**src/rtl/txn_cache_pkg.sv**
```systemverilog
// Package: shared encodings for the transactional cache.
// Assumes: request opcodes and bus kinds are fixed by the port contract.
package txn_cache_pkg;
    typedef enum logic [1:0] {
        OP_LOAD  = 2'd0,
        OP_STORE = 2'd1,
        OP_BEGIN = 2'd2,
        OP_END   = 2'd3
    } tc_op_e;

    typedef enum logic {
        BUS_READ  = 1'b0,
        BUS_WRITE = 1'b1
    } tc_bus_e;

    typedef enum logic [2:0] {
        ST_IDLE,
        ST_RD_BUS,
        ST_FILL,
        ST_WT_BUS,
        ST_COMMIT
    } tc_state_e;
endpackage

```
**src/rtl/txn_cache_lookup.sv**
```systemverilog
// Module: tag match and victim choice over the fully associative array.
// Assumes: an invalid entry never carries the transactional flag; the
// lowest-numbered invalid entry is preferred, then the lowest non-transactional one.
module txn_cache_lookup #(
    parameter int ENTRIES = 4,
    parameter int AW      = 8,
    parameter int IW      = 2
) (
    input  logic                        clk,
    input  logic                        rst_n,
    input  logic [ENTRIES-1:0]          valid,
    input  logic [ENTRIES-1:0]          trans,
    input  logic [ENTRIES-1:0][AW-1:0]  tags,
    input  logic [AW-1:0]               addr,
    output logic                        hit,
    output logic [IW-1:0]               hit_idx,
    output logic                        vict_ok,
    output logic [IW-1:0]               vict_idx
);
    logic [ENTRIES-1:0] hit_vec;

    // Per-entry exact tag comparison.
    for (genvar g = 0; g < ENTRIES; g++) begin : g_cmp
        assign hit_vec[g] = valid[g] && (tags[g] == addr);
    end

    // Encode the matching entry.
    always_comb begin
        hit_idx = '0;
        for (int i = 0; i < ENTRIES; i++) begin
            if (hit_vec[i]) hit_idx = IW'(i);
        end
    end
    assign hit = |hit_vec;

    // Pick a replaceable entry: invalid first, else non-transactional.
    always_comb begin
        vict_ok  = 1'b0;
        vict_idx = '0;
        for (int i = ENTRIES - 1; i >= 0; i--) begin
            if (!trans[i]) begin
                vict_ok  = 1'b1;
                vict_idx = IW'(i);
            end
        end
        for (int i = ENTRIES - 1; i >= 0; i--) begin
            if (!valid[i]) vict_idx = IW'(i);
        end
    end

    // an address is cached at most once
    unique_hit_chk: assert property (@(posedge clk) disable iff (!rst_n)
        $onehot0(hit_vec));
endmodule

```
**src/rtl/txn_cache_snoop.sv**
```systemverilog
// Module: compares a snooped broadcast against the cached lines.
// Assumes: a line is the word address shifted right by LINE_BITS.
module txn_cache_snoop #(
    parameter int ENTRIES   = 4,
    parameter int AW        = 8,
    parameter int LINE_BITS = 1
) (
    input  logic [ENTRIES-1:0]          valid,
    input  logic [ENTRIES-1:0]          trans,
    input  logic [ENTRIES-1:0][AW-1:0]  tags,
    input  logic [AW-1:0]               snoop_addr,
    output logic                        line_conflict,
    output logic [ENTRIES-1:0]          inv_vec
);
    logic [ENTRIES-1:0] line_vec;

    // Line-level and word-level comparisons per entry.
    for (genvar g = 0; g < ENTRIES; g++) begin : g_snp
        assign line_vec[g] = valid[g] && trans[g] &&
                             (tags[g][AW-1:LINE_BITS] == snoop_addr[AW-1:LINE_BITS]);
        assign inv_vec[g]  = valid[g] && (tags[g] == snoop_addr);
    end

    assign line_conflict = |line_vec;
endmodule

```
**src/rtl/txn_cache.sv**
```systemverilog
// Module: transactional data cache top. Holds the entry array and the
// controller for refills, write-through, commit walk and abort rollback.
// Assumes: one request outstanding, bus grant held while bus_req stays high,
// memory read data valid one cycle after mem_rd_en.
module txn_cache
    import txn_cache_pkg::*;
#(
    parameter int ENTRIES   = 4,
    parameter int AW        = 8,
    parameter int DW        = 8,
    parameter int LINE_BITS = 1
) (
    input  logic          clk,
    input  logic          rst_n,
    input  logic          req_valid,
    input  logic [1:0]    req_op,
    input  logic          req_tx,
    input  logic [AW-1:0] req_addr,
    input  logic [DW-1:0] req_wdata,
    output logic          req_ready,
    output logic          resp_valid,
    output logic [DW-1:0] resp_rdata,
    output logic          abort_pulse,
    output logic          tx_active,
    output logic          bus_req,
    input  logic          bus_gnt,
    output logic          bus_out_valid,
    output logic          bus_out_kind,
    output logic [AW-1:0] bus_out_addr,
    input  logic          snoop_valid,
    input  logic [AW-1:0] snoop_addr,
    output logic          mem_rd_en,
    output logic          mem_wr_en,
    output logic [AW-1:0] mem_addr,
    output logic [DW-1:0] mem_wdata,
    input  logic [DW-1:0] mem_rdata
);
    localparam int IW = (ENTRIES > 1) ? $clog2(ENTRIES) : 1;
    localparam logic [IW-1:0] LAST = IW'(ENTRIES - 1);

    logic [ENTRIES-1:0]          v_q, tr_q, md_q;
    logic [ENTRIES-1:0][AW-1:0]  tag_q;
    logic [ENTRIES-1:0][DW-1:0]  cur_q, old_q;
    tc_state_e                   state_q;
    logic [AW-1:0]               addr_q;
    logic [DW-1:0]               wdata_q, rdata_q;
    logic                        store_q, txop_q, alloc_q, tx_q, resp_q, abort_q;
    logic [IW-1:0]               vict_q, walk_q;

    logic [AW-1:0]      look_addr;
    logic               lk_hit, lk_vict_ok, snp_conflict;
    logic [IW-1:0]      lk_hit_idx, lk_vict_idx;
    logic [ENTRIES-1:0] snp_inv;
    tc_op_e             op;
    logic               is_mem, snoop_act, snoop_abort, cap_abort, abort_now, emit;

    assign op        = tc_op_e'(req_op);
    assign look_addr = (state_q == ST_IDLE) ? req_addr : addr_q;
    assign is_mem    = (op == OP_LOAD) || (op == OP_STORE);

    txn_cache_lookup #(.ENTRIES(ENTRIES), .AW(AW), .IW(IW)) u_lookup (
        .clk(clk), .rst_n(rst_n), .valid(v_q), .trans(tr_q), .tags(tag_q),
        .addr(look_addr), .hit(lk_hit), .hit_idx(lk_hit_idx),
        .vict_ok(lk_vict_ok), .vict_idx(lk_vict_idx)
    );

    txn_cache_snoop #(.ENTRIES(ENTRIES), .AW(AW), .LINE_BITS(LINE_BITS)) u_snoop (
        .valid(v_q), .trans(tr_q), .tags(tag_q), .snoop_addr(snoop_addr),
        .line_conflict(snp_conflict), .inv_vec(snp_inv)
    );

    // Abort sources: snooped line conflict (lost unless granted) and capacity.
    assign snoop_act   = snoop_valid && !bus_gnt;
    assign snoop_abort = snoop_act && tx_q && snp_conflict;
    assign cap_abort   = (state_q == ST_IDLE) && req_valid && tx_q && is_mem &&
                         !lk_hit && !lk_vict_ok;
    assign abort_now   = snoop_abort || cap_abort;

    // Bus and memory drive for refill, write-through and commit walk.
    assign emit          = v_q[walk_q] && tr_q[walk_q] && md_q[walk_q];
    assign bus_req       = (state_q == ST_RD_BUS) || (state_q == ST_WT_BUS) ||
                           (state_q == ST_COMMIT);
    assign mem_rd_en     = (state_q == ST_RD_BUS) && bus_gnt;
    assign mem_wr_en     = bus_gnt && ((state_q == ST_WT_BUS) ||
                                       ((state_q == ST_COMMIT) && emit));
    assign bus_out_valid = mem_rd_en || mem_wr_en;
    assign bus_out_kind  = (state_q == ST_RD_BUS) ? BUS_READ : BUS_WRITE;
    assign bus_out_addr  = (state_q == ST_COMMIT) ? tag_q[walk_q] : addr_q;
    assign mem_addr      = bus_out_addr;
    assign mem_wdata     = (state_q == ST_COMMIT) ? cur_q[walk_q] : wdata_q;

    assign req_ready   = (state_q == ST_IDLE);
    assign resp_valid  = resp_q;
    assign resp_rdata  = rdata_q;
    assign abort_pulse = abort_q;
    assign tx_active   = tx_q;

    // Controller and entry array update, with rollback and snoop invalidation.
    always_ff @(posedge clk) begin
        if (!rst_n) begin
            v_q <= '0; tr_q <= '0; md_q <= '0;
            tag_q <= '0; cur_q <= '0; old_q <= '0;
            state_q <= ST_IDLE; addr_q <= '0; wdata_q <= '0; rdata_q <= '0;
            store_q <= 1'b0; txop_q <= 1'b0; alloc_q <= 1'b0; tx_q <= 1'b0;
            resp_q <= 1'b0; abort_q <= 1'b0; vict_q <= '0; walk_q <= '0;
        end else begin
            resp_q  <= 1'b0;
            abort_q <= 1'b0;
            if (abort_now) begin
                for (int i = 0; i < ENTRIES; i++) begin
                    if (tr_q[i] && md_q[i]) cur_q[i] <= old_q[i];
                    tr_q[i] <= 1'b0;
                    md_q[i] <= 1'b0;
                end
                tx_q    <= 1'b0;
                state_q <= ST_IDLE;
                abort_q <= 1'b1;
            end else begin
                case (state_q)
                    ST_IDLE: if (req_valid) begin
                        addr_q  <= req_addr;
                        wdata_q <= req_wdata;
                        store_q <= (op == OP_STORE);
                        txop_q  <= tx_q;
                        vict_q  <= lk_vict_idx;
                        if (is_mem && req_tx && !tx_q) begin
                            resp_q  <= 1'b1;
                            rdata_q <= '0;
                        end else begin
                            case (op)
                                OP_BEGIN: begin
                                    tx_q   <= 1'b1;
                                    resp_q <= 1'b1;
                                end
                                OP_END: begin
                                    if (tx_q) begin
                                        state_q <= ST_COMMIT;
                                        walk_q  <= '0;
                                    end else begin
                                        resp_q <= 1'b1;
                                    end
                                end
                                OP_LOAD: begin
                                    if (lk_hit) begin
                                        resp_q  <= 1'b1;
                                        rdata_q <= cur_q[lk_hit_idx];
                                        if (tx_q) tr_q[lk_hit_idx] <= 1'b1;
                                    end else begin
                                        alloc_q <= lk_vict_ok;
                                        state_q <= ST_RD_BUS;
                                    end
                                end
                                default: begin
                                    if (!tx_q) begin
                                        state_q <= ST_WT_BUS;
                                    end else if (lk_hit) begin
                                        cur_q[lk_hit_idx] <= req_wdata;
                                        tr_q[lk_hit_idx]  <= 1'b1;
                                        md_q[lk_hit_idx]  <= 1'b1;
                                        resp_q            <= 1'b1;
                                    end else begin
                                        alloc_q <= 1'b1;
                                        state_q <= ST_RD_BUS;
                                    end
                                end
                            endcase
                        end
                    end
                    ST_RD_BUS: if (bus_gnt) state_q <= ST_FILL;
                    ST_FILL: begin
                        resp_q  <= 1'b1;
                        rdata_q <= mem_rdata;
                        if (alloc_q) begin
                            v_q[vict_q]   <= 1'b1;
                            tag_q[vict_q] <= addr_q;
                            old_q[vict_q] <= mem_rdata;
                            cur_q[vict_q] <= store_q ? wdata_q : mem_rdata;
                            tr_q[vict_q]  <= txop_q;
                            md_q[vict_q]  <= store_q;
                        end
                        state_q <= ST_IDLE;
                    end
                    ST_WT_BUS: if (bus_gnt) begin
                        if (lk_hit) begin
                            cur_q[lk_hit_idx] <= wdata_q;
                            old_q[lk_hit_idx] <= wdata_q;
                        end
                        resp_q  <= 1'b1;
                        state_q <= ST_IDLE;
                    end
                    ST_COMMIT: if (bus_gnt) begin
                        walk_q <= walk_q + 1'b1;
                        if (walk_q == LAST) begin
                            for (int i = 0; i < ENTRIES; i++) begin
                                if (tr_q[i] && md_q[i]) old_q[i] <= cur_q[i];
                                tr_q[i] <= 1'b0;
                                md_q[i] <= 1'b0;
                            end
                            tx_q    <= 1'b0;
                            resp_q  <= 1'b1;
                            state_q <= ST_IDLE;
                        end
                    end
                    default: state_q <= ST_IDLE;
                endcase
            end
            for (int i = 0; i < ENTRIES; i++) begin
                if (snoop_act && snp_inv[i]) v_q[i] <= 1'b0;
            end
        end
    end


    abort_once_chk: assert property (@(posedge clk) disable iff (!rst_n)
        abort_pulse |=> !abort_pulse);

    abort_excl_chk: assert property (@(posedge clk) disable iff (!rst_n)
        abort_pulse |-> (!resp_valid && !tx_active));

    snoop_abort_chk: assert property (@(posedge clk) disable iff (!rst_n)
        (snoop_valid && !bus_gnt && tx_active && snp_conflict) |=> abort_pulse);

    capacity_abort_chk: assert property (@(posedge clk) disable iff (!rst_n)
        (req_valid && req_ready && tx_active && !req_op[1] && !lk_hit && !lk_vict_ok)
        |=> abort_pulse);

    bus_owned_chk: assert property (@(posedge clk) disable iff (!rst_n)
        bus_out_valid |-> bus_gnt);

    wr_broadcast_chk: assert property (@(posedge clk) disable iff (!rst_n)
        mem_wr_en |-> (bus_out_valid && bus_out_kind == BUS_WRITE));

    no_spec_write_chk: assert property (@(posedge clk) disable iff (!rst_n)
        (tx_active && state_q != ST_COMMIT) |-> !mem_wr_en);

    fill_done_chk: assert property (@(posedge clk) disable iff (!rst_n)
        mem_rd_en |=> ##1 (resp_valid || abort_pulse));
endmodule

```
**config.mk**
```make
export PLATFORM = sky130hd
export DESIGN_NAME = txn_cache
export DESIGN_NICKNAME = d
export VERILOG_FILES = /design/src/rtl/txn_cache_pkg.sv /design/src/rtl/txn_cache_lookup.sv /design/src/rtl/txn_cache_snoop.sv /design/src/rtl/txn_cache.sv
export SDC_FILE = /design/constraint.sdc
export NUM_CORES = 1
export LEC_CHECK = 0
export BUFFER_PORTS_ARGS = -buffer_cell sky130_fd_sc_hd__buf_4
export CORE_AREA = 2 2 212 152
export DETAILED_ROUTE_END_ITERATION = 10
export DIE_AREA = 0 0 214 154
export GPL_TIMING_DRIVEN = 0
export PLACE_DENSITY = 0.51
export REMOVE_ABC_BUFFERS = 1
export SLEW_MARGIN = 20
export SYNTH_ARGS = -nofsm -noshare
export SYNTH_HDL_FRONTEND = slang
export SYNTH_SLANG_ARGS = --single-unit
export TNS_END_PERCENT = 20
```
**constraint.sdc**
```tcl
create_clock -name clk -period 4.34 [get_ports clk]
set_clock_uncertainty 0.1 [all_clocks]
set_input_delay 0.217 -clock clk [delete_from_list [all_inputs] [get_ports clk]]
set_output_delay 0.217 -clock clk [all_outputs]
set_load 0.005 [all_outputs]
```
==> run metrics <==
CP endpoint kind register; H-tree Lvls 4; die outline height between 150 and 200 um; area share of the largest cell type after synthesis between 20% and 30%; Clock Tree Buf Depth 2; post-synthesis sequential area ratio 27.2%; finished layout cell area around 13000 um2; CP peak stage delay 0.57 ns; WL final ~43000 um; Yosys reg bits roughly 150; Core Area 30700 um2; syn avg cell area 7.76 um2; vias in the first global route 10200; synthesized instance count 1375; initial drt markers 1405; Power Density 309 nW/um2; Worst-path clk slew 0.06 ns; Hold Vio Cnt, Final 0; Net Sw Frac between 30% and 40%; hold path cells 3; max_cap viols 0; final-report setup violation count 0; Reg power frac 38.4%; # port buffers 80; Hold Worst Slack 0.0642 ns; final net count 1415; post-route clock period utilization 96.2%; status completed; cells along the critical path or3_4 -> inv_6 -> mux2i_1 -> o2bb2ai_1 -> nor4b_4 -> a21boi_1 -> nand2_1 -> a32o_2 -> buf_12 -> and2_1 -> a32o_1; Top FF cell, synth dfxtp_1; CP delay by family, top compound AO/OA/AOI/OAI gates; top post-synthesis cells by area dfxtp_1, mux2i_1, nand2_1; Yosys warnings 0; crit path max-delay cell type a21boi_1; WL per Instance 23.8 um; # rows 54; Post-Synthesis Cell Area 10700 um2; Global Route Usage Sum 26.0%; CP Data Required Time 4.58 ns; die area roughly 33000 um2; Top Ports 81; biggest area consumer among synthesized cells dfxtp_1; clock share of power 40.1%; kind of path behind the tightest hold check input pin to register; crit path max fanout 28; Worst-Margin Slew 1.13 ns; starting density of the core 34.7%; Slew Limit Headroom between 20% and 30%; HPWL Detailed 30100 um; area delta synth->final 17.4%; Sink Count between 100 and 150; share of layout cells above drive strength 1 16.2%; Post-synth EDFFs 0; Post-Layout Cell Count 1803; NetSw 1.27 mW; static leakage 4.52 nW; drt pass-1 iters 6; initial antenna violation count 1; vias 10800; Peak VDD IR 0.249 mV; first-pass GRT wire length 65800 um; Via density 5.98; Gate power share about 22%; CP bufs+invs 2; residual DRC count 0; clock root buffer master clkbuf_16; clk_lat worst skew 0.45 ns; Internal Power 2.60 mW; Crit path depth 11; Critical Path Start Type register; Tmin final ~4.2 ns; GP Congestion 0.950; grt total ovfl 0; CTS tree yes; pins over their slew limit 0; Ant. Diodes 0; Reg2Reg Depth 11; number of CTS-inserted buffers 17; Tot Pwr 3.86 mW; RSZ-0062 raised after global routing no; placed inst area around 12000 um2; fillcell total 3160; max frequency ~240 MHz; post-synth cell types 78; CP Class register to register; crit path DAT 4.42 ns; largest net degree at the start of global routing 72; placed cells 1746; Post-synth ARST share 0%; ANT nets after route 0; Die Width 214 um; Final Core Density ~41%
==> layout make-up <==
cell class / count / area [um2] / area share, %
flip-flops and latches: 145 / 2910 / 23.3
clock inverters: 11 / 129 / 1.03
inverters: 26 / 108 / 0.859
well taps: 420 / 526 / 4.20
multi-input cells: 1058 / 7170 / 57.3
clock buffers: 21 / 470 / 3.76
repair buffers: 122 / 1210 / 9.65
==> registers in the layout (all words and copies together) (netlist names), 3 cells and up <==
register,cells
wdata_q,8
resp_rdata,8
old_q,32
md_q,4
addr_q,8
v_q,4
cur_q,32
tr_q,4
state_q,3
tag_q,32
==> worst min-delay path, stage by stage <==
cell and delay [ns]:
buf_4 0.13, xnor2_1 0.13, a311oi_1 0.08
==> through the flow <==
step | TNS (ns) | worst slack (ns)
floorplan | -32.22 | -1.06
global placement | -353.58 | -3.66
detailed placement | -126.02 | -1.20
CTS | 0 | 0.0141
global route | 0 | 0.0184
finish | 0 | 0.163
==> power by group through the flow <==
stage                     Combinational (mW)  Clock, mW  Sequential, mW
after floorplan                        0.423          0            1.47
after global placement                 0.740          0            1.50
after detailed placement               0.782          0            1.51
after CTS                              0.800       1.56            1.48
after global routing                   0.890       1.62            1.49
final                                  0.831       1.55            1.48
==> logic make-up (layout without fill, tap and decap cells) <==
group                      count (synthesis)  count (layout)  synth area share, %
adders and majority gates                  5               5                0.587
DFF                                      145             145                 27.2
and+or+nand+nor                          438             438                 18.2
AOI/OAI and AO/OA                        417             417                 27.1
buffers and inverters                    172             180                 7.11
xor gates and xnor gates                  74              74                 6.08
muxes                                    124             124                 13.7
==> layer usage <==
layer  share of wire (%)  vias up  wire length [um]  GRT usage [%]
met3                  10       58              4450           7.14
met5               0.021        -                 9              0
met2                  39      522             16700           34.8
met4                 1.8        2               760           6.33
met1                  49     5211             21000           40.0
li1                    -     4997                 -              -
==> synthesized netlist by cell type (9+ instances only) <==
library cell	n
nand2_1	204
o211ai_1	14
nand4_1	12
mux2i_1	89
buf_4	17
a31oi_1	26
clkbuf_1	100
dfxtp_1	145
xor2_1	23
a21o_1	9
and3_1	9
a211o_1	16
nor2_1	118
a22oi_1	31
mux4_2	16
o21ai_0	94
nor3_1	15
mux2_2	19
nand3_1	30
inv_1	24
buf_2	23
a311oi_1	27
nor2b_1	10
a21oi_1	75
o22ai_1	25
o221ai_1	15
a222oi_1	14
xnor2_1	51
==> worst paths after layout <==
| kind | slack [ns] | startpoint | endpoint |
|---|---|---|---|
| min reg2reg | 0.38 | old_q[6] | old_q[6] |
| min | 0.06 | snoop_addr[0] | v_q[0] |
| max reg2reg | 0.16 | state_q[0] | old_q[14] |
| max | 0.16 | state_q[0] | old_q[14] |
==> what timing repair did <==
| item | 4_1_cts | 5_1_grt |
|---|---|---|
| pin swaps | 3 | 4 |
| setup buffers | 3 | 5 |
| hold endpoints to repair | 17 | 0 |
| cloned | 0 | 0 |
| gates resized for setup | 9 | 9 |
| setup endpoints to repair | 145 | 84 |
| hold buffers | 17 | 0 |
==> cell usage in the layout, fill, tap and decap left out, drive strengths merged, types with 4 or more instances in the layout <==
cell | synthesis | final
nand4 | 12 | 12
mux4 | 16 | 16
a211o | 16 | 16
clkinvlp | 0 | 5
o221ai | 15 | 15
buf | 46 | 105
dlygate4sd3 | 0 | 17
a41o | 7 | 7
o21a | 4 | 4
a31o | 4 | 4
dfxtp | 145 | 145
nor3 | 15 | 15
nor4 | 10 | 10
o21ai | 102 | 102
a22oi | 31 | 31
ha | 5 | 5
inv | 25 | 27
o211ai | 14 | 14
nor2 | 118 | 118
xor2 | 23 | 23
nand3 | 31 | 31
clkbuf | 100 | 21
mux2 | 19 | 19
o22ai | 25 | 25
a31oi | 27 | 27
and2 | 8 | 8
and3 | 9 | 9
a21o | 9 | 9
nand2 | 204 | 204
mux2i | 89 | 89
xnor2 | 51 | 51
nor2b | 10 | 10
a311oi | 29 | 29
a21oi | 79 | 79
a211oi | 7 | 7
a222oi | 14 | 14
a221oi | 6 | 6
nand2b | 7 | 7
Note: power is estimated with default switching activity, not from simulation.
